<file path="src/rtl/fseq_pkg.sv">
package fseq_pkg;
   localparam int FSEQ_DW = 8;

   typedef enum logic [1:0] {
      OP_PROG   = 2'b00,
      OP_BERASE = 2'b01,
      OP_CERASE = 2'b10,
      OP_RSVD   = 2'b11
   } fseq_op_e;

   typedef enum logic [2:0] {
      ST_IDLE,
      ST_CMD,
      ST_DATA,
      ST_POLL,
      ST_OK,
      ST_ERR
   } fseq_state_e;

   typedef enum logic [2:0] {
      BC_IDLE,
      BC_SETUP,
      BC_ACT,
      BC_HOLD,
      BC_RECOV
   } fseq_bus_e;

   function automatic int fseq_max(input int a, input int b);
      return (a > b) ? a : b;
   endfunction
endpackage

</file>
<file path="src/rtl/fseq_bus_cycle.sv">
module fseq_bus_cycle
   import fseq_pkg::*;
#(
   parameter int ADDR_W = 18,
   parameter int DW     = 8,
   parameter int T_SU   = 1,
   parameter int T_WP   = 9,
   parameter int T_HLD  = 3,
   parameter int T_REC  = 5,
   parameter int T_RD   = 15
) (
   input  logic              clk,
   input  logic              rst_n,
   input  logic              start,
   input  logic              rd,
   input  logic [ADDR_W-1:0] addr,
   input  logic [DW-1:0]     wdata,
   output logic              done,
   output logic [DW-1:0]     rdata,
   output logic              ce_n,
   output logic              we_n,
   output logic              oe_n,
   output logic [ADDR_W-1:0] a_o,
   output logic [DW-1:0]     d_o,
   output logic              d_oe,
   input  logic [DW-1:0]     d_i
);
   localparam int TMAX = fseq_max(fseq_max(fseq_max(T_SU, T_WP), fseq_max(T_HLD, T_REC)), T_RD);
   localparam int CW   = $clog2(TMAX + 1);

   if (T_SU < 1 || T_WP < 1 || T_HLD < 1 || T_REC < 1 || T_RD < 1) begin : g_bad_timing
      $error("fseq_bus_cycle: every phase length must be at least one cycle");
   end

   fseq_bus_e       ph;
   logic [CW-1:0]   cnt;
   logic            rd_q;

   always_ff @(posedge clk or negedge rst_n) begin
      if (!rst_n) begin
         ph    <= BC_IDLE;
         cnt   <= '0;
         rd_q  <= 1'b0;
         done  <= 1'b0;
         rdata <= '0;
         ce_n  <= 1'b1;
         we_n  <= 1'b1;
         oe_n  <= 1'b1;
         a_o   <= '0;
         d_o   <= '0;
         d_oe  <= 1'b0;
      end else begin
         done <= 1'b0;
         unique case (ph)
            BC_IDLE: begin
               if (start) begin
                  ph   <= BC_SETUP;
                  cnt  <= CW'(T_SU - 1);
                  rd_q <= rd;
                  a_o  <= addr;
                  d_o  <= wdata;
                  ce_n <= 1'b0;
                  d_oe <= !rd;
               end
            end
            BC_SETUP: begin
               if (cnt == '0) begin
                  ph <= BC_ACT;
                  if (rd_q) begin
                     cnt  <= CW'(T_RD - 1);
                     oe_n <= 1'b0;
                  end else begin
                     cnt  <= CW'(T_WP - 1);
                     we_n <= 1'b0;
                  end
               end else begin
                  cnt <= cnt - 1'b1;
               end
            end
            BC_ACT: begin
               if (cnt == '0) begin
                  if (rd_q) begin
                     rdata <= d_i;
                     oe_n  <= 1'b1;
                     ce_n  <= 1'b1;
                     ph    <= BC_RECOV;
                     cnt   <= CW'(T_REC - 1);
                  end else begin
                     we_n <= 1'b1;
                     ph   <= BC_HOLD;
                     cnt  <= CW'(T_HLD - 1);
                  end
               end else begin
                  cnt <= cnt - 1'b1;
               end
            end
            BC_HOLD: begin
               if (cnt == '0) begin
                  ce_n <= 1'b1;
                  d_oe <= 1'b0;
                  ph   <= BC_RECOV;
                  cnt  <= CW'(T_REC - 1);
               end else begin
                  cnt <= cnt - 1'b1;
               end
            end
            BC_RECOV: begin
               if (cnt == '0) begin
                  ph   <= BC_IDLE;
                  done <= 1'b1;
               end else begin
                  cnt <= cnt - 1'b1;
               end
            end
            default: ph <= BC_IDLE;
         endcase
      end
   end

   // the bus is never driven while the flash may be driving it
   p_no_drive_on_read_r7: assert property (@(posedge clk) disable iff (!rst_n)
      !oe_n |-> !d_oe);
   // strobes never overlap
   p_strobe_excl_r7: assert property (@(posedge clk) disable iff (!rst_n)
      !(!we_n && !oe_n));
   // write strobe only inside a chip-enable window
   p_we_in_ce_r6: assert property (@(posedge clk) disable iff (!rst_n)
      !we_n |-> !ce_n);
   // address steady for the whole chip-enable window
   p_addr_stable_r6: assert property (@(posedge clk) disable iff (!rst_n)
      (!ce_n && $past(!ce_n)) |-> $stable(a_o));
   // driven data steady while chip enable stays low
   p_data_stable_r6: assert property (@(posedge clk) disable iff (!rst_n)
      (!ce_n && $past(!ce_n) && d_oe) |-> $stable(d_o));
endmodule

</file>
<file path="src/rtl/fseq_poll_eval.sv">
module fseq_poll_eval #(
   parameter int DW        = 8,
   parameter bit TOGGLE_EN = 1'b1
) (
   input  logic          clk,
   input  logic          rst_n,
   input  logic          clr,
   input  logic          rd_valid,
   input  logic [DW-1:0] rd_data,
   input  logic          prog_mode,
   input  logic [DW-1:0] exp_byte,
   output logic          hit
);
   localparam int B_POLL = DW - 1;
   localparam int B_TOG  = DW - 2;

   if (DW < 2) begin : g_bad_width
      $error("fseq_poll_eval: data width too small for status bits");
   end

   logic match;
   logic tog_stop;

   assign match = prog_mode ? (rd_data[B_POLL] == exp_byte[B_POLL]) : (&rd_data);

   if (TOGGLE_EN) begin : g_toggle
      logic prev_b;
      logic have_prev;
      always_ff @(posedge clk or negedge rst_n) begin
         if (!rst_n) begin
            prev_b    <= 1'b0;
            have_prev <= 1'b0;
         end else if (clr) begin
            have_prev <= 1'b0;
         end else if (rd_valid) begin
            prev_b    <= rd_data[B_TOG];
            have_prev <= 1'b1;
         end
      end
      assign tog_stop = have_prev && (rd_data[B_TOG] == prev_b);
   end else begin : g_no_toggle
      assign tog_stop = 1'b0;
   end

   assign hit = rd_valid && (match || tog_stop);
endmodule

</file>
<file path="src/rtl/fseq_watchdog.sv">
module fseq_watchdog
   import fseq_pkg::*;
#(
   parameter int LIM_A = 12500,
   parameter int LIM_B = 25000000
) (
   input  logic clk,
   input  logic rst_n,
   input  logic run,
   input  logic sel_a,
   output logic expired
);
   localparam int LMAX = fseq_max(LIM_A, LIM_B);
   localparam int WW   = $clog2(LMAX + 1);

   if (LIM_A < 1 || LIM_B < 1) begin : g_bad_limit
      $error("fseq_watchdog: limits must be positive");
   end

   logic [WW-1:0] cnt;
   logic [WW-1:0] lim;

   assign lim = sel_a ? WW'(LIM_A) : WW'(LIM_B);

   always_ff @(posedge clk or negedge rst_n) begin
      if (!rst_n)              cnt <= '0;
      else if (!run)           cnt <= '0;
      else if (cnt != WW'(LMAX)) cnt <= cnt + 1'b1;
   end

   assign expired = (cnt >= lim);

   // once expired inside one polling phase, it stays expired
   p_wd_sticky_r8: assert property (@(posedge clk) disable iff (!rst_n)
      (run && $past(run) && $past(expired) && $stable(sel_a)) |-> expired);
endmodule

</file>
<file path="src/rtl/flash_pe_seq.sv">
module flash_pe_seq
   import fseq_pkg::*;
#(
   parameter int ADDR_W      = 18,
   parameter int LEN_W       = 19,
   parameter int T_SU        = 1,
   parameter int T_WP        = 9,
   parameter int T_HLD       = 3,
   parameter int T_REC       = 5,
   parameter int T_RD        = 15,
   parameter int PROG_LIMIT  = 12500,
   parameter int ERASE_LIMIT = 25000000,
   parameter int UNLOCK_A1   = 'h555,
   parameter int UNLOCK_A2   = 'h2AA,
   parameter bit TOGGLE_EN   = 1'b1
) (
   input  logic              clk,
   input  logic              rst_n,
   input  logic              req_valid,
   output logic              req_ready,
   input  logic [1:0]        req_op,
   input  logic [ADDR_W-1:0] req_addr,
   input  logic [LEN_W-1:0]  req_len,
   input  logic              src_valid,
   output logic              src_ready,
   input  logic [7:0]        src_data,
   output logic              op_done,
   output logic              op_timeout,
   output logic              fl_ce_n,
   output logic              fl_we_n,
   output logic              fl_oe_n,
   output logic [ADDR_W-1:0] fl_addr,
   output logic [7:0]        fl_dq_o,
   output logic              fl_dq_oe,
   input  logic [7:0]        fl_dq_i
);
   localparam int DW        = FSEQ_DW;
   localparam logic [ADDR_W-1:0] A1 = ADDR_W'(UNLOCK_A1);
   localparam logic [ADDR_W-1:0] A2 = ADDR_W'(UNLOCK_A2);
   localparam logic [2:0] LAST_PROG  = 3'd2;
   localparam logic [2:0] LAST_ERASE = 3'd5;

   if (ADDR_W < 11) begin : g_bad_addr
      $error("flash_pe_seq: address too narrow for unlock addresses");
   end
   if (LEN_W < 1) begin : g_bad_len
      $error("flash_pe_seq: length width must be positive");
   end

   fseq_state_e       st;
   fseq_op_e          op_q;
   logic [2:0]        idx;
   logic              waiting;
   logic [ADDR_W-1:0] cur_addr;
   logic [LEN_W-1:0]  remain;
   logic [DW-1:0]     wbyte;

   logic              bus_start, bus_rd, bus_done;
   logic [ADDR_W-1:0] bus_a;
   logic [DW-1:0]     bus_d, bus_rdata;
   logic [ADDR_W-1:0] cmd_a;
   logic [DW-1:0]     cmd_d;
   logic              is_prog;
   logic              poll_hit, wd_expired;
   logic [2:0]        last_idx;

   assign is_prog  = (op_q == OP_PROG);
   assign last_idx = is_prog ? LAST_PROG : LAST_ERASE;

   // command word for the current step of the unlock / command sequence
   always_comb begin
      unique case (idx)
         3'd0:    begin cmd_a = A1; cmd_d = 8'hAA; end
         3'd1:    begin cmd_a = A2; cmd_d = 8'h55; end
         3'd2:    begin cmd_a = A1; cmd_d = is_prog ? 8'hA0 : 8'h80; end
         3'd3:    begin cmd_a = A1; cmd_d = 8'hAA; end
         3'd4:    begin cmd_a = A2; cmd_d = 8'h55; end
         default: begin
            if (op_q == OP_CERASE) begin cmd_a = A1;       cmd_d = 8'h10; end
            else                   begin cmd_a = cur_addr; cmd_d = 8'h30; end
         end
      endcase
   end

   always_comb begin
      bus_start = 1'b0;
      bus_rd    = 1'b0;
      bus_a     = cur_addr;
      bus_d     = src_data;
      src_ready = 1'b0;
      unique case (st)
         ST_CMD: if (!waiting) begin
            bus_start = 1'b1;
            bus_a     = cmd_a;
            bus_d     = cmd_d;
         end
         ST_DATA: if (!waiting && src_valid) begin
            bus_start = 1'b1;
            src_ready = 1'b1;
         end
         ST_POLL: if (!waiting) begin
            bus_start = 1'b1;
            bus_rd    = 1'b1;
         end
         default: ;
      endcase
   end

   always_ff @(posedge clk or negedge rst_n) begin
      if (!rst_n) begin
         st       <= ST_IDLE;
         op_q     <= OP_PROG;
         idx      <= '0;
         waiting  <= 1'b0;
         cur_addr <= '0;
         remain   <= '0;
         wbyte    <= '0;
      end else begin
         unique case (st)
            ST_IDLE: begin
               if (req_valid) begin
                  op_q     <= fseq_op_e'(req_op);
                  cur_addr <= req_addr;
                  remain   <= req_len;
                  idx      <= '0;
                  waiting  <= 1'b0;
                  if (req_op == OP_RSVD || (req_op == OP_PROG && req_len == '0))
                     st <= ST_OK;
                  else
                     st <= ST_CMD;
               end
            end
            ST_CMD: begin
               if (bus_start) waiting <= 1'b1;
               if (bus_done) begin
                  waiting <= 1'b0;
                  if (idx == last_idx) begin
                     idx <= '0;
                     st  <= is_prog ? ST_DATA : ST_POLL;
                  end else begin
                     idx <= idx + 1'b1;
                  end
               end
            end
            ST_DATA: begin
               if (bus_start) begin
                  waiting <= 1'b1;
                  wbyte   <= src_data;
               end
               if (bus_done) begin
                  waiting <= 1'b0;
                  st      <= ST_POLL;
               end
            end
            ST_POLL: begin
               if (bus_start) waiting <= 1'b1;
               if (bus_done) begin
                  waiting <= 1'b0;
                  if (poll_hit) begin
                     if (is_prog && remain > LEN_W'(1)) begin
                        remain   <= remain - 1'b1;
                        cur_addr <= cur_addr + 1'b1;
                        st       <= ST_CMD;
                     end else begin
                        st <= ST_OK;
                     end
                  end else if (wd_expired) begin
                     st <= ST_ERR;
                  end
               end
            end
            ST_OK:   st <= ST_IDLE;
            ST_ERR:  st <= ST_IDLE;
            default: st <= ST_IDLE;
         endcase
      end
   end

   assign req_ready  = (st == ST_IDLE);
   assign op_done    = (st == ST_OK);
   assign op_timeout = (st == ST_ERR);

   fseq_bus_cycle #(
      .ADDR_W(ADDR_W), .DW(DW), .T_SU(T_SU), .T_WP(T_WP),
      .T_HLD(T_HLD), .T_REC(T_REC), .T_RD(T_RD)
   ) i_bus (
      .clk(clk), .rst_n(rst_n), .start(bus_start), .rd(bus_rd),
      .addr(bus_a), .wdata(bus_d), .done(bus_done), .rdata(bus_rdata),
      .ce_n(fl_ce_n), .we_n(fl_we_n), .oe_n(fl_oe_n), .a_o(fl_addr),
      .d_o(fl_dq_o), .d_oe(fl_dq_oe), .d_i(fl_dq_i)
   );

   fseq_poll_eval #(.DW(DW), .TOGGLE_EN(TOGGLE_EN)) i_poll (
      .clk(clk), .rst_n(rst_n), .clr(st != ST_POLL),
      .rd_valid(bus_done && st == ST_POLL), .rd_data(bus_rdata),
      .prog_mode(is_prog), .exp_byte(wbyte), .hit(poll_hit)
   );

   fseq_watchdog #(.LIM_A(PROG_LIMIT), .LIM_B(ERASE_LIMIT)) i_wd (
      .clk(clk), .rst_n(rst_n), .run(st == ST_POLL), .sel_a(is_prog),
      .expired(wd_expired)
   );

   // source bytes are only taken by program requests
   p_src_prog_only_r2: assert property (@(posedge clk) disable iff (!rst_n)
      src_ready |-> (op_q == OP_PROG && src_valid));
   // an accepted request drops ready on the next cycle
   p_accept_busy_r11: assert property (@(posedge clk) disable iff (!rst_n)
      (req_ready && req_valid) |=> !req_ready);
   // a timeout only follows a completed status read
   p_timeout_after_read_r8: assert property (@(posedge clk) disable iff (!rst_n)
      op_timeout |-> $past(bus_done));
   // done and timeout never coincide
   p_one_outcome_r3: assert property (@(posedge clk) disable iff (!rst_n)
      !(op_done && op_timeout));
endmodule

</file>
<file path="config.mk">
export PLATFORM = sky130hd
export DESIGN_NAME = flash_pe_seq
export DESIGN_NICKNAME = d
export VERILOG_FILES = /design/src/rtl/fseq_pkg.sv /design/src/rtl/fseq_bus_cycle.sv /design/src/rtl/fseq_poll_eval.sv /design/src/rtl/fseq_watchdog.sv /design/src/rtl/flash_pe_seq.sv
export SDC_FILE = /design/constraint.sdc
export NUM_CORES = 1
export LEC_CHECK = 0
export CORE_MARGIN = 10
export CORE_UTILIZATION = 40
export DETAILED_ROUTE_END_ITERATION = 6
export GPL_TIMING_DRIVEN = 0
export MAX_ROUTING_LAYER = met4
export SLEW_MARGIN = 30
export SYNTH_ARGS = -nofsm -noshare
export SYNTH_HDL_FRONTEND = slang
export SYNTH_SLANG_ARGS = --single-unit
</file>
<file path="constraint.sdc">
create_clock -name clk -period 5.65 [get_ports clk]
set_input_delay 1.13 -clock clk [delete_from_list [all_inputs] [get_ports clk]]
set_output_delay 1.13 -clock clk [all_outputs]
set_load 0.005 [all_outputs]
</file>
Yosys cells after proc, flatten, opt, wreduce, memory -nomap -nowiden

Cells that the tools add are included.

Flip-flop bits (word level): 128
Bits in latches: 0
Bits in writable memories: 0
Bits in read-only memories: 0
Input bits: 59
Output and inout port bits: 34
Word-level logic and storage cells: 198
Memories: 0

Add/subtract/negate cells: 5
$mul: 0
Divide/modulo/power cells: 0
Magnitude comparators: 2
Equality and inequality tests: 40
Shift operators: 0
Mux-type cells: 83
Bitwise gates (word level): 1
Reductions and logical operators: 46

Operators by type and width:

| kind                  | count |
|---|---|
| $mux 18               | 7 |
| $mux 19               | 4 |
| $mux 25               | 3 |
| $pmux 18 s2           | 2 |
| $mux 3                | 21 |
| $pmux 19 s2           | 1 |
| $add 25x1->25 const B | 1 |
| $ge 25x25->1          | 1 |
| $mux 1                | 25 |
| $ne 25x25->1 const B  | 1 |
| $reduce_and 5->1      | 5 |
| $pmux 8 s3            | 1 |
| $mux 4                | 5 |
| $ne 2x2->1 const B    | 10 |
| $pmux 4 s5            | 1 |
| $gt 19x1->1 const B   | 1 |
| $logic_not 19->1      | 1 |
| $sub 19x1->19 const B | 1 |
| $add 18x1->18 const B | 1 |
| $eq 3x2->1 const B    | 6 |
| $mux 8                | 2 |
| $ne 2x1->1 const B    | 8 |
| $pmux 3 s5            | 1 |
| $reduce_and 3->1      | 5 |
| 30 further kinds      | 63 |

Depth between registers and ports, before layout

Gate-level depths: netlist of run 1.

Depth in word-level cells: 7
Depth in mapped cells: 10
Depth with buffers taken out: 9

Modules after synthesis

Synthesis of run 1 repeated with hierarchy kept, for this count alone.

Cell total of the unflattened synthesis: 801
Area total of the unflattened synthesis: 7701.1 um^2

Modules (own cells, without submodules):

| module         | times used | cells each | area an instance (um^2) | seq. area each (um^2) |
|---|---|---|---|---|
| flash_pe_seq   | 1          | 430        | 3774.9                  | 1351.3 |
| fseq_bus_cycle | 1          | 172        | 2122.0                  | 1179.9 |
| fseq_watchdog  | 1          | 186        | 1674.1                  | 625.6 |
| fseq_poll_eval | 1          | 13         | 130.1                   | 50.0 |

Worst setup path before layout of run 1

No wires, ideal clock.

Path kind: input-to-output
Start: in src_valid
End: out src_ready
Arrival: 1.292 ns
Data required time: 4.520 ns
Path slack: 3.228 ns
Cell stages on the path: 1
Buffers on the path: 0
Path through: and3_1

Longest elaborated chain between the ends: 3

RTL lines:

| element           | line               | source |
|---|---|---|
| start, declared   | flash_pe_seq.sv:24 | `input logic src_valid,` |
| $logic_and 1x1->1 | flash_pe_seq.sv:97 | `ST_DATA: if (!waiting && src_valid) begin` |
| $mux 1            | flash_pe_seq.sv:97 |  |
| $mux 1            | flash_pe_seq.sv:91 | `unique case (st)` |
| end, declared     | flash_pe_seq.sv:25 | `output logic src_ready,` |

Every way passes these cells.

Worst setup path in the final report of run 1

Ends and elaborated chain as after synthesis.

==> flow_summary.toml, run 1 <==
[status]
outcome = "completed"

[synthesis]
synth_cells = 773
synth_nets = 845
ys_seq_area_frac = 0.4447
synth.avg_cell_area_um2 = 8.820
syn_area_mm2 = 0.006818
synth_edf_count = 0
synthArstFlopShare = 1.000
yosysWarnings = 0
synth-main-ff-cell = "dfrtp_1"
ys_ff_latch = 121
synth_cell_types = 71

[worst_setup_path]
setup.worst_path.class = "in2out"
critPathMaxFanout = 2
required_ns = 4.52
cp.arrival_ns = 2.34
cp-start-kind = "input port"
crit_path_end_kind = "output port"

[floorplan]
dieArea_mm2 = 0.02267
rows = 47
die_w_um = 150.6
io_pins = 93
start_util = 0.4097
core_mm2 = 0.01664
die_h_um = 150.6

[final_layout]
fill_cells = 1592
diodes = 0
final_common_cell = "dfrtp_1"
fin_nets = 957
drive_gt1_frac = 0.08241
areaGrowthSynthToFinish_pct = 26.24
layout_common_cells = "dfrtp_1, clkdlybuf4s50_1, nor2_1, nand2_1, a21oi_1"

[detailed_routing]
num_vias = 6361
avgViaCountPerCell = 5.690
route.detailed.drc = 0
ant_nets = 0
drtPass1Iterations = 5
routed_wl_um = 19880
drtIter0Drc = 466
routedWlPerCell_um = 17.78

[flow_run]
maxCapViolations = 0

[placement]
port_buffers = 92
hpwl_um = 14670
pre_cts_ws_ns = 2.146
gp_congestion = 0.9082

[clock_network]
clock_sinks = 121
hold_buffers = 0
clk_pin_slew_worst_paths_ns = 0.05
postCtsSetupBuffers = 0
cts.htree.levels = 4
cts_inserted_buffers = 17
postCtsResizedCells = 0
cts_root_buf = "clkbuf_16"
clock_latency_ns = 0.43
cts_buffer_depth = 2
tritoncts = "built"

[grt]
grt.met2_usage = 0.2824
grt_use_total = 0.1826
gr-max-usage-layer = "met2"
grt_pass1_wl_um = 32290
grtUsageMet1 = 0.2277
grt_pass1_vias = 6262
grtUsageMet3 = 0.04712
antenna_found_initial = 0
grt_max_degree = 76
overflow = 0

[min_path]
min_path_type = "reg2reg"

[timing]
finalHoldViolCount = 0
period_needed_ns = 3.470
slew_headroom = 0.4318
drv_slew = 0
setup_viol = 0
worst_pin_slew_ns = 0.8457
layout_setup_ws_ns = 2.180
fin_crit_sh = 0.6141
fmax_mhz = 288.2
rsz0062_at_grt = "false"
fin_skew_ns = 0.01667

[power]
powerDensity_mw_per_mm2 = 426.4
finalPower_w = 0.003670
leakage_nw = 3.450
peakVddDrop_uv = 275.1
-- power breakdown --
part           internal, W  switching [W]  total, W  leakage (nW)
Combinational     0.000597       0.000573   0.00117          1.69
Sequential         0.00118       0.000300   0.00148          1.50
Clock             0.000635       0.000389   0.00102         0.266
-- cell families (layout without fill, tap and decap cells) --
group                    Yosys count  in the layout  synth area share
AO/OA/AOI/OAI                    224            224            0.2059
XOR/XNOR                          26             26           0.03340
multiplexers                      18             18           0.02863
AND/OR/NAND/NOR                  303            303            0.2173
adder cells (fa/ha/maj)           14             14           0.02533
flip-flops                       121            121            0.4447
buffers and inverters             67            192           0.04478
-- path summary, 6_finish.rpt --
kind / startpoint / to / slack (ns) / cells after the start
min in group asynchronous: rst_n / cur_addr[14]$_DFFE_PN0P_ / 0.60 / 1
setup reg to reg: op_q[1]$_DFFE_PN0P_ / st[1]$_DFFE_PN0P_ / 2.74 / 9
hold reg to reg: i_bus.a_o[8]$_DFFE_PN0P_ / i_bus.a_o[8]$_DFFE_PN0P_ / 0.48 / 2
setup / recovery: src_valid / src_ready / 2.18 / 3
hold / removal: i_bus.a_o[8]$_DFFE_PN0P_ / i_bus.a_o[8]$_DFFE_PN0P_ / 0.48 / 2
max in group asynchronous: rst_n / i_bus.we_n$_DFFE_PN1P_ / 4.31 / 2
-- layout make-up --
type                    instances  area, um2  share of cell area
plain buffers                  48      234.0             0.02718
clock buffers                  24      481.7             0.05597
clock inverters                 8      72.57            0.008431
inverters                      19      71.32            0.008286
multi-input cells             585       3487              0.4051
flip-flops and latches        121       3032              0.3522
well taps                     220      275.3             0.03198
repair buffers                 93      953.4              0.1108
-- Yosys cell counts, drive strengths merged (3+ instances only) --
library cell / count / area share
a211oi: 4 / 0.0044
a21oi: 71 / 0.054
a22o: 7 / 0.0090
a22oi: 7 / 0.0084
a2bb2oi: 11 / 0.014
a311oi: 3 / 0.0039
a31oi: 7 / 0.0064
and3: 11 / 0.010
buf: 13 / 0.015
clkbuf: 35 / 0.019
dfrtp: 118 / 0.43
dfstp: 3 / 0.012
ha: 13 / 0.024
inv: 19 / 0.010
mux2: 12 / 0.020
mux2i: 6 / 0.0088
nand2: 77 / 0.042
nand2b: 3 / 0.0028
nand3: 31 / 0.023
nand3b: 4 / 0.0044
nand4: 12 / 0.011
nor2: 87 / 0.048
nor2b: 5 / 0.0046
nor3: 21 / 0.015
nor3b: 4 / 0.0044
nor4: 22 / 0.023
nor4b: 3 / 0.0039
o21a: 3 / 0.0033
o21ai: 72 / 0.053
o21bai: 3 / 0.0033
o22a: 3 / 0.0039
o22ai: 10 / 0.012
o2bb2ai: 4 / 0.0051
o32ai: 4 / 0.0051
or2: 5 / 0.0046
or3: 8 / 0.0073
xnor2: 15 / 0.019
xor2: 11 / 0.014
-- layer usage --
| layer | wire, um | vias up |
|---|---|---|
| met1 | 8851 | 3086 |
| met4 | 348 | 0 |
| met2 | 9484 | 206 |
| met5 | 0 | - |
| li1 | - | 3036 |
| met3 | 1197 | 33 |
-- state kept, by name (all words and copies together) (netlist names), 2 cells and up --
| name | count |
|---|---|
| cur_addr | 18 |
| i_bus.a_o | 18 |
| i_bus.cnt | 4 |
| i_bus.d_o | 8 |
| i_bus.ph | 3 |
| i_bus.rdata | 8 |
| i_wd.cnt | 25 |
| idx | 3 |
| op_q | 2 |
| remain | 19 |
| st | 3 |
-- stage by stage --
step	utilization	instance area, um2	instances	setup TNS (ns)	hold slack [ns]
3_5_place_dp	0.4839	8053	1086	0	0.4744
3_3_place_gp	0.4815	8014	1085	-157.61	0.4631
4_1_cts	0.5172	8607	1118	0	0.4868
5_1_grt	0.5172	8607	1118	0	0.5062
2_1_floorplan	-	6818	773	0	0.4605
6_report	0.5172	8607	1118	0	0.4809
-- worst max-delay path: stages --
cell and delay (ns):
clkdlybuf4s50_1 0.49, and3_1 0.20, clkdlybuf4s50_1 0.52
Power figures use the tool's default switching activity.
==> inputs of run 2 (changes only) <==
==> constraint.sdc (replaced) <==
create_clock -name clk -period 2.8 [get_ports clk]
set_input_delay 0.56 -clock clk [delete_from_list [all_inputs] [get_ports clk]]
set_output_delay 0.56 -clock clk [all_outputs]
set_load 0.005 [all_outputs]
==> run 2 against run 1 <==
Die area unchanged. Register-to-register slack lost 2.6 ns. Combinational power up 100%. Critical endpoint is now remain[8]$_DFFE_PN0P_. Final cell count stayed put. Wire length increased by 0.15%. Sequential power up 100%. Worst setup slack got worse by 2.1 ns. First-iteration DRC count grew 8.6%. Core utilization is 0.060 points higher.
==> flow_summary.toml, run 2 (synthesis gave the netlist of run 1 again) <==
[status]
outcome = "completed"

[power]
powerDensity_mw_per_mm2 = 860.8
combPwrFrac = 0.319
peakVddDrop_uv = 560.7
clock_power_share = 0.279
pwr-share-seq = 0.402
leakage_nw = 3.454
p_switching_w = 0.002558
internal-power_w = 0.004859
swShare = 0.3449

[placement]
port_buffers = 92
hpwl_um = 14670
gp_congestion = 0.9082
place_inst = 1086

[grt]
grt_use_total = 0.1825
grt_pass1_vias = 6260
grt_pass1_wl_um = 32270
antenna_found_initial = 0
overflow = 0
grt_max_degree = 76

[final_layout]
diodes = 0
largest_register_ff_count = 25
layout_common_cells = "dfrtp_1, clkdlybuf4s50_1, nor2_1, nand2_1, a21oi_1"
final_common_cell = "dfrtp_1"
fin_cells = 1118
fin_nets = 957
top_regs = "i_wd.cnt x25, remain x19"
final_util = 0.5178
top_register = "i_wd.cnt"
drive_gt1_frac = 0.08686
areaGrowthSynthToFinish_pct = 26.39

[detailed_routing]
drtPass1Iterations = 5
avgViaCountPerCell = 5.715
num_vias = 6389
route.detailed.drc = 0
routed_wl_um = 19910
routedWlPerCell_um = 17.81
drtIter0Drc = 506
ant_nets = 0

[timing]
period_needed_ns = 2.684
setup_viol = 0
finalHoldViolCount = 0
rsz0062_at_grt = "false"
drv_slew = 0
fin_skew_ns = 0.01032
fmax_mhz = 372.6
worst_pin_slew_ns = 0.8455
fin_crit_sh = 0.9584
slew_headroom = 0.4320

[clock_network]
cts_inserted_buffers = 17
postCtsSetupBuffers = 0
cts.htree.levels = 4
cts_buffer_depth = 2
clock_latency_ns = 0.43
clk_pin_slew_worst_paths_ns = 0.05
clock_sinks = 121
hold_buffers = 0
cts_root_buf = "clkbuf_16"
tritoncts = "built"

[worst_setup_path]
critPathMaxFanout = 10
cp-start-kind = "flip-flop"
setup.worst_path.class = "reg2reg"
required_ns = 3.14
crit_path_end_kind = "flip-flop"
cp.arrival_ns = 3.02

[floorplan]
die_h_um = 150.6
dieArea_mm2 = 0.02267
io_pins = 93
start_util = 0.4097
die_w_um = 150.6
core_mm2 = 0.01664
rows = 47

[flow_run]
maxCapViolations = 0

[min_path]
min_path_type = "in2async"
==> run 2: cell types whose count changed in the layout (fill, tap and decap cells not counted) <==
cell / change
clkbuf_1: -1
inv_1: -1
nor2_1: -1
clkbuf_2: +1
inv_2: +1
nor2_2: +1
nor4_1: -1
nor4_2: +1
==> run 2: cell type report <==
| cell class | instances | area (um2) |
|---|---|---|
| Fill cell | 1590 | 8025 |
| Inverter | 19 | 71.32 |
| Multi-Input combinational cell | 585 | 3496 |
| Sequential cell | 121 | 3032 |
| Tap cell | 220 | 275.3 |
| Buffer | 48 | 235.2 |
| Timing Repair Buffer | 93 | 953.4 |
| Clock inverter | 8 | 72.57 |
| Clock buffer | 24 | 481.7 |
==> run 2: power by group through the flow <==
stage / registers, W / clock network, W / logic [W]
2_1_floorplan: 0.00284 / 0 / 0.00150
3_3_place_gp: 0.00295 / 0 / 0.00229
3_5_place_dp: 0.00298 / 0 / 0.00237
4_1_cts: 0.00296 / 0.00210 / 0.00238
5_1_grt: 0.00307 / 0.00219 / 0.00265
6_report: 0.00298 / 0.00207 / 0.00237
==> run 2: worst paths after layout <==
check                                       endpoint                startpoint  slack (ns)  cells after the start
min                        i_bus.a_o[13]$_DFFE_PN0P_                     rst_n        0.03                      1
max                            remain[8]$_DFFE_PN0P_       op_q[1]$_DFFE_PN0P_        0.12                      8
max in group asynchronous     i_bus.we_n$_DFFE_PN1P_                     rst_n        2.03                      2
max reg2reg                    remain[8]$_DFFE_PN0P_       op_q[1]$_DFFE_PN0P_        0.12                      8
min in group clk            i_bus.a_o[6]$_DFFE_PN0P_  i_bus.a_o[6]$_DFFE_PN0P_        0.48                      2
min reg2reg                 i_bus.a_o[6]$_DFFE_PN0P_  i_bus.a_o[6]$_DFFE_PN0P_        0.48                      2
==> run 2: what timing repair did <==
action | in CTS | in global routing
resized for setup | 1 | 4
endpoints found under the hold margin | 0 | 0
pin swaps | 0 | 1
setup endpoints to repair | 3 | 11
gates cloned | 0 | 0
==> run 2: worst max-delay path, cell delays in order, from the launching register on <==
cell	delay [ns]
dfrtp_1	0.43
nor2_2	0.23
clkbuf_1	0.43
a22oi_1	0.12
a21oi_1	0.54
a21o_1	0.39
buf_6	0.21
a21oi_1	0.08
a21oi_1	0.17
==> run 2: metrics by stage <==
step                      hold WS [ns]  setup TNS (ns)  total power [W]  cell area [um2]  setup slack (ns)
after floorplan                 0.2644               0         0.004335             6818            0.5797
after global placement          0.4631         -432.94         0.005244             8014            -3.622
after detailed placement        0.4744        -0.09668         0.005348             8053          -0.05631
after CTS                      0.03511               0         0.007437             8613           0.02952
after global routing           0.04415               0         0.007903             8617          0.003437
final                          0.02932               0         0.007417             8617            0.1165
==> run 2: routing by layer <==
layer	vias to the layer above	track usage	routed length, um
li1	3028	-	-
met3	34	0.04712	1212
met2	210	0.2822	9468
met5	-	-	0
met4	0	0.06220	377
met1	3117	0.2277	8853
==> inputs of run 3 (changes only) <==
--- a/config.mk
+++ b/config.mk
@@ -6,11 +6,13 @@
 export NUM_CORES = 1
 export LEC_CHECK = 0
 export CORE_MARGIN = 10
-export CORE_UTILIZATION = 40
+export CORE_UTILIZATION = 30
 export DETAILED_ROUTE_END_ITERATION = 6
+export DONT_BUFFER_PORTS = 1
 export GPL_TIMING_DRIVEN = 0
 export MAX_ROUTING_LAYER = met4
 export SLEW_MARGIN = 30
 export SYNTH_ARGS = -nofsm -noshare
 export SYNTH_HDL_FRONTEND = slang
+export SYNTH_HIERARCHICAL = 1
 export SYNTH_SLANG_ARGS = --single-unit
==> run 3 against run 2 <==
The run now ends with negative hold slack, negative setup slack left. Clock skew grew 0.0015 ns. Wire length grew 7.7%. Fmax shrank 4.9%.
==> flow_summary.toml, run 3 <==
[status]
outcome = "finished with violations"
violations = "negative hold slack, negative setup slack"

[power]
leakage_nw = 3.416
finalPower_w = 0.008156
powerDensity_mw_per_mm2 = 946.8
peakVddDrop_uv = 474.3

[final_layout]
top_register = "i_wd/cnt"
multi_input_area_mm2 = 0.004134
top_regs = "i_wd/cnt x25, remain x19"
final_common_cell = "dfrtp_1"
final_util = 0.3532
fill_cells = 2520
layout_common_cells = "dfrtp_1, nand2_1, nor2_1, a21oi_1, o21ai_0"
areaGrowthSynthToFinish_pct = 15.68
drive_gt1_frac = 0.1834
fin_nets = 899
largest_register_ff_count = 25
seq_area_mm2 = 0.003033

[timing]
layout_setup_ws_ns = -0.02098
fin_skew_ns = 0.01186
drv_slew = 0
timing.hold.ws_ns = -0.1741
period_needed_ns = 2.821
finalHoldViolCount = 118
fin_crit_sh = 1.007
worst_pin_slew_ns = 0.9164
fmax_mhz = 354.5
setup_viol = 1
slew_headroom = 0.3811
rsz0062_at_grt = "true"

[detailed_routing]
drtPass1Iterations = 5
dr_wl_met3_um = 1282
ant_nets = 0
routedWlPerCell_um = 18.59
met2WireLength_um = 10010
drtIter0Drc = 474
routed_wl_um = 21450
avgViaCountPerCell = 5.452
wl_met1_um = 9324
num_vias = 6292
top_layer = "met4"
route.detailed.drc = 0

[floorplan]
die_w_um = 177.6
start_util = 0.3053
core_mm2 = 0.02439
rows = 57
dieArea_mm2 = 0.03153
die_h_um = 177.6
io_pins = 93

[synthesis]
synth.avg_cell_area_um2 = 9.463
synth_cells = 787
synth_nets = 870
syn_area_mm2 = 0.007447
yosysWarnings = 6

[clock_network]
cts_inserted_buffers = 17
cts_root_buf = "clkbuf_16"
clock_sinks = 121
cts.htree.levels = 4
cts_buffer_depth = 2
tritoncts = "built"
clock_latency_ns = 0.43
clk_pin_slew_worst_paths_ns = 0.06

[worst_setup_path]
cp-start-kind = "flip-flop"
setup.worst_path.class = "reg2reg"
crit_path_end_kind = "flip-flop"
cp.arrival_ns = 3.13
critPathMaxFanout = 8
required_ns = 3.11

[min_path]
min_path_type = "in2async"

[placement]
port_buffers = 0
hpwl_um = 15300
gp_congestion = 0.9115

[grt]
grt_pass1_wl_um = 35060
overflow = 0
grt_use_total = 0.1421
grt_pass1_vias = 6319
antenna_found_initial = 1
grt_max_degree = 122

[flow_run]
maxCapViolations = 0
==> run 3: changes by cell type in the layout (fill, tap and decap cells not counted), moves of 19 or more <==
cell and delta:
a21oi_1 -29, clkbuf_1 -19, clkdlybuf4s50_1 -91, mux2_2 +24, nor2_1 -29, o21ai_0 -24
==> run 3: critical path, cell delays in order (launching register included) <==
cell       delay, ns
dfrtp_2         0.43
nor2_4          0.19
buf_12          0.15
buf_4           0.11
ha_1            0.14
inv_1           0.04
o311ai_2        0.31
a2111oi_4       0.13
a21oi_2         0.19
o31ai_2         0.09
a221o_2         0.35
or3_1           0.37
a32o_1          0.21
==> run 3: final cells by class <==
type | count | share of cell area
multi-input cells | 589 | 0.4799
flip-flops and latches | 121 | 0.3521
clock buffers | 18 | 0.05098
well taps | 324 | 0.04706
plain buffers | 47 | 0.02919
clock inverters | 14 | 0.01728
inverters | 30 | 0.01307
repair buffers | 10 | 0.01017
diodes | 1 | 0.0002905
==> run 3: power breakdown <==
group          leakage [nW]  total, W  switching [W]  internal (W)
sequential             1.51   0.00307       0.000701       0.00237
combinational          1.62   0.00286        0.00153       0.00133
clock                 0.285   0.00222       0.000942       0.00128
==> run 3: worst paths after layout <==
kind | from | end | slack [ns] | depth (start not counted)
max | op_q[1]$_DFFE_PN0P_ | st[0]$_DFFE_PN0P_ | -0.02 | 12
min | rst_n | i_wd/cnt[11]$_DFFE_PN0P_ | -0.17 | 0
max reg2reg | op_q[1]$_DFFE_PN0P_ | st[0]$_DFFE_PN0P_ | -0.02 | 12
min reg2reg | i_bus/rdata[4]$_DFFE_PN0P_ | i_bus/rdata[4]$_DFFE_PN0P_ | 0.50 | 1
max in group asynchronous | rst_n | i_bus/ce_n$_DFFE_PN1P_ | 2.77 | 0
min in group clk | req_op[1] | op_q[1]$_DFFE_PN0P_ | 0.25 | 2
==> run 3: repair_timing <==
action | in CTS | in global routing
setup endpoints to repair | 45 | 17
pin swaps | 3 | 4
hold endpoints to repair | 120 | 121
setup buffers | 7 | 3
resized for setup | 8 | 7
==> run 3: metrics by stage <==
stage          instance area, um2  cells  hold WS [ns]  worst slack, ns  setup TNS (ns)
3_5_place_dp                 7860   1111        0.2761          -0.5164          -1.822
3_3_place_gp                 7860   1111        0.2760          -0.4247          -1.398
2_1_floorplan                7455    787        0.2644           0.1072               0
6_report                     8615   1154       -0.1741         -0.02098        -0.02098
5_1_grt                      8615   1154       -0.1870          -0.1656         -0.2529
4_1_cts                      8539   1150       -0.1834         -0.03925        -0.03925
==> run 3: routing by layer <==
layer | global-route usage | vias up
met2 | 0.2191 | 180
met1 | 0.1703 | 3044
met3 | 0.03804 | 56
li1 | - | 3012
met4 | 0.06600 | 0
met5 | - | -
